<file path="src/rtl/ctl_fsm_pkg.sv">
package ctl_fsm_pkg;
  localparam int OPC_W = 3;
  localparam int ST_W  = OPC_W + 1;

  typedef enum logic [ST_W-1:0] {
    ST_START  = 4'd0,
    ST_FETCH  = 4'd1,
    ST_DECODE = 4'd2,
    ST_STORE  = 4'd8,
    ST_LOAD   = 4'd9,
    ST_IMM    = 4'd10,
    ST_IN     = 4'd11,
    ST_OUT    = 4'd12,
    ST_BNZ    = 4'd13,
    ST_ADD    = 4'd14,
    ST_SUB    = 4'd15
  } state_e;

  localparam logic [1:0] ALU_PASS = 2'b00;
  localparam logic [1:0] ALU_ADD  = 2'b01;
  localparam logic [1:0] ALU_SUB  = 2'b11;

  localparam logic [1:0] AMUX_ALU = 2'b00;
  localparam logic [1:0] AMUX_RF  = 2'b01;
  localparam logic [1:0] AMUX_IMM = 2'b10;
  localparam logic [1:0] AMUX_IN  = 2'b11;

  typedef struct packed {
    logic [1:0] alu_sel;
    logic [1:0] amux_sel;
    logic       ir_load;
    logic       pc_load;
    logic       out_load;
    logic       jmp_sel;
    logic       opnd_fetch;
    logic       rf_we;
    logic       acc_we;
    logic       rf_re;
  } strobe_t;
endpackage

</file>
<file path="src/rtl/ctl_next_state.sv">
module ctl_next_state
  import ctl_fsm_pkg::*;
(
  input  logic             clk,
  input  logic             rst,
  input  logic [OPC_W-1:0] opcode,
  output state_e           state_q
);
  state_e state_n;

  always_comb begin
    unique case (state_q)
      ST_START:  state_n = ST_FETCH;
      ST_FETCH:  state_n = ST_DECODE;
      ST_DECODE: state_n = state_e'({1'b1, opcode});
      default:   state_n = ST_FETCH;
    endcase
  end

  always_ff @(posedge clk or posedge rst) begin
    if (rst) state_q <= ST_START;
    else     state_q <= state_n;
  end

  p_start_to_fetch_r2: assert property (@(posedge clk) disable iff (rst)
    (state_q == ST_START) |=> (state_q == ST_FETCH));

  p_fetch_to_decode_r2: assert property (@(posedge clk) disable iff (rst)
    (state_q == ST_FETCH) |=> (state_q == ST_DECODE));

  p_decode_dispatch_r3: assert property (@(posedge clk) disable iff (rst)
    (state_q == ST_DECODE) |=> (state_q == state_e'({1'b1, $past(opcode)})));

  p_exec_returns_r4: assert property (@(posedge clk) disable iff (rst)
    state_q[ST_W-1] |=> (state_q == ST_FETCH));
endmodule

</file>
<file path="src/rtl/ctl_strobe_dec.sv">
module ctl_strobe_dec
  import ctl_fsm_pkg::*;
(
  input  logic    clk,
  input  logic    rst,
  input  state_e  state_q,
  input  logic    acc_zero,
  output strobe_t strb
);
  always_comb begin
    strb = '0;
    strb.opnd_fetch = state_q[ST_W-1];
    unique case (state_q)
      ST_FETCH: begin
        strb.ir_load = 1'b1;
        strb.pc_load = 1'b1;
      end
      ST_STORE: begin
        strb.alu_sel  = ALU_PASS;
        strb.amux_sel = AMUX_ALU;
        strb.rf_we    = 1'b1;
      end
      ST_LOAD: begin
        strb.amux_sel = AMUX_RF;
        strb.rf_re    = 1'b1;
        strb.acc_we   = 1'b1;
      end
      ST_IMM: begin
        strb.amux_sel = AMUX_IMM;
        strb.acc_we   = 1'b1;
      end
      ST_IN: begin
        strb.amux_sel = AMUX_IN;
        strb.rf_we    = 1'b1;
      end
      ST_OUT: begin
        strb.rf_re    = 1'b1;
        strb.out_load = 1'b1;
      end
      ST_BNZ: begin
        strb.jmp_sel = !acc_zero;
        strb.pc_load = !acc_zero;
      end
      ST_ADD: begin
        strb.alu_sel  = ALU_ADD;
        strb.amux_sel = AMUX_ALU;
        strb.rf_re    = 1'b1;
        strb.acc_we   = 1'b1;
      end
      ST_SUB: begin
        strb.alu_sel  = ALU_SUB;
        strb.amux_sel = AMUX_ALU;
        strb.rf_re    = 1'b1;
        strb.acc_we   = 1'b1;
      end
      default: ;
    endcase
  end

  p_fetch_loads_r5: assert property (@(posedge clk) disable iff (rst)
    (state_q == ST_FETCH) |-> (strb.ir_load && strb.pc_load && !strb.rf_we && !strb.acc_we));

  p_quiet_states_r6: assert property (@(posedge clk) disable iff (rst)
    (state_q == ST_START || state_q == ST_DECODE) |-> (strb == '0));

  p_branch_taken_r11: assert property (@(posedge clk) disable iff (rst)
    (state_q == ST_BNZ && !acc_zero) |-> (strb.pc_load && strb.jmp_sel));

  p_branch_held_r11: assert property (@(posedge clk) disable iff (rst)
    (state_q == ST_BNZ && acc_zero) |-> (!strb.pc_load && !strb.jmp_sel));

  p_single_writer_r13: assert property (@(posedge clk) disable iff (rst)
    $countones({strb.rf_we, strb.acc_we, strb.out_load, strb.ir_load}) <= 1);

  p_ir_only_fetch_r5: assert property (@(posedge clk) disable iff (rst)
    strb.ir_load |-> (state_q == ST_FETCH));
endmodule

</file>
<file path="src/rtl/proc_ctl_fsm.sv">
module proc_ctl_fsm
  import ctl_fsm_pkg::*;
(
  input  logic             clk,
  input  logic             rst,
  input  logic [OPC_W-1:0] opcode,
  input  logic             acc_zero,
  output logic [1:0]       alu_sel,
  output logic [1:0]       amux_sel,
  output logic             ir_load,
  output logic             pc_load,
  output logic             out_load,
  output logic             jmp_sel,
  output logic             opnd_fetch,
  output logic             rf_we,
  output logic             acc_we,
  output logic             rf_re,
  output logic [ST_W-1:0]  state
);
  state_e  st;
  strobe_t s;

  ctl_next_state u_next (
    .clk     (clk),
    .rst     (rst),
    .opcode  (opcode),
    .state_q (st)
  );

  ctl_strobe_dec u_dec (
    .clk      (clk),
    .rst      (rst),
    .state_q  (st),
    .acc_zero (acc_zero),
    .strb     (s)
  );

  assign alu_sel    = s.alu_sel;
  assign amux_sel   = s.amux_sel;
  assign ir_load    = s.ir_load;
  assign pc_load    = s.pc_load;
  assign out_load   = s.out_load;
  assign jmp_sel    = s.jmp_sel;
  assign opnd_fetch = s.opnd_fetch;
  assign rf_we      = s.rf_we;
  assign acc_we     = s.acc_we;
  assign rf_re      = s.rf_re;
  assign state      = st;
endmodule

</file>
<file path="config.mk">
export PLATFORM = sky130hd
export DESIGN_NAME = proc_ctl_fsm
export DESIGN_NICKNAME = d
export VERILOG_FILES = /design/src/rtl/ctl_fsm_pkg.sv /design/src/rtl/ctl_next_state.sv /design/src/rtl/ctl_strobe_dec.sv /design/src/rtl/proc_ctl_fsm.sv
export SDC_FILE = /design/constraint.sdc
export NUM_CORES = 1
export LEC_CHECK = 0
export BUFFER_PORTS_ARGS = -buffer_cell sky130_fd_sc_hd__buf_2
export CAP_MARGIN = 20
export CORE_AREA = 2 2 39 41
export DETAILED_ROUTE_END_ITERATION = 6
export DIE_AREA = 0 0 41 43
export GPL_TIMING_DRIVEN = 0
export PLACE_DENSITY = 0.59
export SETUP_SLACK_MARGIN = 0.3
export SLEW_MARGIN = 20
export SYNTH_ARGS = -nofsm -noshare
export SYNTH_HDL_FRONTEND = slang
export SYNTH_SLANG_ARGS = --single-unit
</file>
<file path="constraint.sdc">
create_clock -name clk -period 1 [get_ports clk]
set_input_delay 0.2 -clock clk [delete_from_list [all_inputs] [get_ports clk]]
set_output_delay 0.2 -clock clk [all_outputs]
set_load 0.1 [all_outputs]
</file>
==> flow_summary.ini <==
[run_status]
status = finished with violations
failed_checks = negative setup slack

[layout]
largest-register = u_next.state_q
diodes = 0
layout.nets = 81
final_util_pct = 74.50
largest_reg_flops = 4
drive_above_1_share_pct = 91.78
stdcell_area_mm2 = 0.001031
top_regs = u_next.state_q (4)
area_growth_pct = 224.4

[sta]
finalHoldViolations = 0
clock.fmax_mhz = 575.5
setup_slack_ns = -0.7377
final.setup_skew_ns = 0.003912
setup_viol = 20
period_minus_slack_ns = 1.738
period_share_pct = 173.8
maxSlewHeadroom_pct = 84.77
worstMarginPinSlew_ns = 0.2275
rsz0062_at_grt = yes
maxSlewViolCount = 0

[setup_path]
critPathArrivalTime_ns = 1.54
required_ns = 0.80
cp-start-kind = flop
critical_path_class = reg2out
critical_path.max_fanout = 5
crit_path_end_kind = output port
worst_r2r_path_depth = 5

[power_and_ir_drop]
combinationalPowerShare_pct = 6.5
clock_power_share_pct = 52.2
p_int_mw = 0.3117
peakVddDrop_v = 0.0003627
sw_frac_of_total_pct = 21.28
power.sequential.fraction_pct = 41.3
p_leak_nw = 0.4384
power.density_mw_per_mm2 = 384.0
p_sw_mw = 0.08427

[yosys]
syn_area_per_cell_um2 = 9.347
synth_seq_cells = 4
seq_area_frac_synth_pct = 31.50
yosysWarnings = 0
synth_cells = 34
synth_edf_count = 0
synth_cell_types = 24
synthArstFlopShare_pct = 100.0
netlist_area_um2 = 317.8
synth_nets = 40
ys_dominant_reg_cell = dfrtp_1

[clocking]
clock_path_buffers = 2
clock_tree.root_cell = clkbuf_4
h-tree-depth = 1
path_clk_slew_ns = 0.04
cts_tree = done
cts_buffers = 3
insertion_delay_ns = 0.24
cts.sinks = 4

[die]
dieArea_mm2 = 0.001763
core_mm2 = 0.001384
ios = 22
initial_utilization_pct = 22.97
num_rows = 14
dieHeight_um = 43
die_x_um = 41

[grt]
grt_pass1_vias = 374
overflow = 0
grt_max_degree = 7
grt_pass1_wl_um = 1876
grt_use_total_pct = 17.15
antenna_found_initial = 0

[routing]
via_count = 405
routed_wl_um = 1300
drtIter0Drc = 9
ant_nets = 0
viasPerCell = 4.551
wl_per_cell_um = 14.61
first_pass_iters = 2
drc = 0

[worst_hold_path]
holdPathStages = 2
hp-class = in2reg

[place]
port_buffers = 21
gp_congestion = 0.7164
placed_area_um2 = 569.3
hpwl_um = 573.1

[job]
drv_cap = 0
cells in the final DEF (no fill, tap or decap):
cell	Yosys	final
nand2b_4	0	1
buf_6	0	11
o21ai_0	1	1
xnor2_2	0	1
xor2_2	0	1
and2b_4	1	1
dlygate4sd3_1	0	1
nand2b_1	2	1
nor2_4	0	2
and3_1	2	1
buf_2	0	5
and3_4	0	1
nor3_4	0	1
buf_12	0	15
and2_4	0	4
nor2_1	3	1
buf_4	1	3
o21a_4	0	1
and3b_2	1	2
buf_8	0	2
inv_1	1	1
clkbuf_4	0	3
nand2_8	0	1
nor2b_4	1	1
dfrtp_4	0	4
a21oi_2	0	1
nor3_2	1	2
clkbuf_16	0	2
nor4b_4	0	2
final cells by class:
cell class                 instances  area (um^2)
buffer                             3        61.31
fill                              97        352.8
tap                               16        20.02
sequential                         4        115.1
inverter                           1        3.754
timing repair buffer              36        500.5
clock buffer                       3        22.52
multi-input combinational         26        307.8
path summary, 6_finish.rpt:
kind	from	slack [ns]	to
max reg2reg	u_next.state_q[0]	-0.21	u_next.state_q[0]
max	u_next.state_q[2]	-0.74	acc_we
min reg2reg	u_next.state_q[3]	0.68	u_next.state_q[3]
min	opcode[2]	0.20	u_next.state_q[2]
min in group asynchronous	rst	0.38	u_next.state_q[2]
max in group asynchronous	rst	0.45	u_next.state_q[0]
worst max-delay path, stage by stage, from the launching register on:
cell and delay (ns):
dfrtp_4 0.51, clkbuf_16 0.17, nand2b_4 0.14, xnor2_2 0.13, and2_4 0.17, buf_12 0.17
cells by family after synthesis:
kind of cell,share of synthesized area (%)
AOI/OAI and AO/OA,5.510
xor gates and xnor gates,5.513
buffers and inverters,9.446
DFF,31.50
and+or+nand+nor,48.03
power by group through the flow:
stage | Clock [mW] | Combinational, mW | Sequential, mW
2_1_floorplan | 0 | 0.00871 | 0.166
3_3_place_gp | 0 | 0.0216 | 0.166
3_5_place_dp | 0 | 0.0217 | 0.166
4_1_cts | 0.217 | 0.0247 | 0.163
5_1_grt | 0.218 | 0.0290 | 0.163
6_report | 0.207 | 0.0256 | 0.163
through the flow:
step | power (mW) | hold WS, ns | std cells | setup slack, ns | setup TNS, ns
after global routing | 0.4098 | 0.2245 | 89 | -0.7712 | -9.596
after global placement | 0.1875 | 0.08110 | 71 | -0.6867 | -6.433
after CTS | 0.4047 | 0.1942 | 84 | -0.7005 | -8.289
final | 0.3959 | 0.2030 | 89 | -0.7377 | -9.027
after detailed placement | 0.1877 | 0.08632 | 71 | -0.6995 | -6.502
after floorplan | 0.1747 | -0.03382 | 34 | -1.199 | -9.047
cell usage after synthesis (2+ instances only):
cell,instances,area [um^2]
nand2b_1,2,12.51
dfrtp_1,4,100.1
nor2_1,3,11.26
and3_1,2,12.51
nor3_1,2,10.01
and2_1,3,18.77
per-layer routing:
metal	up-vias	track usage [%]	wire length, um
li1	191	-	-
met1	197	17.32	446
met2	15	27.19	777
met3	2	4.712	61
met4	0	14.00	14
met5	-	0	0
repair_timing:
item,CTS,global route
endpoints found under the setup margin,20,20
gates cloned,1,0
resized for setup,65,16
setup buffers,8,5
pin swaps,6,12
endpoints found under the hold margin,4,0
hold buffers,1,0
Note: power is estimated with default switching activity, not from simulation.
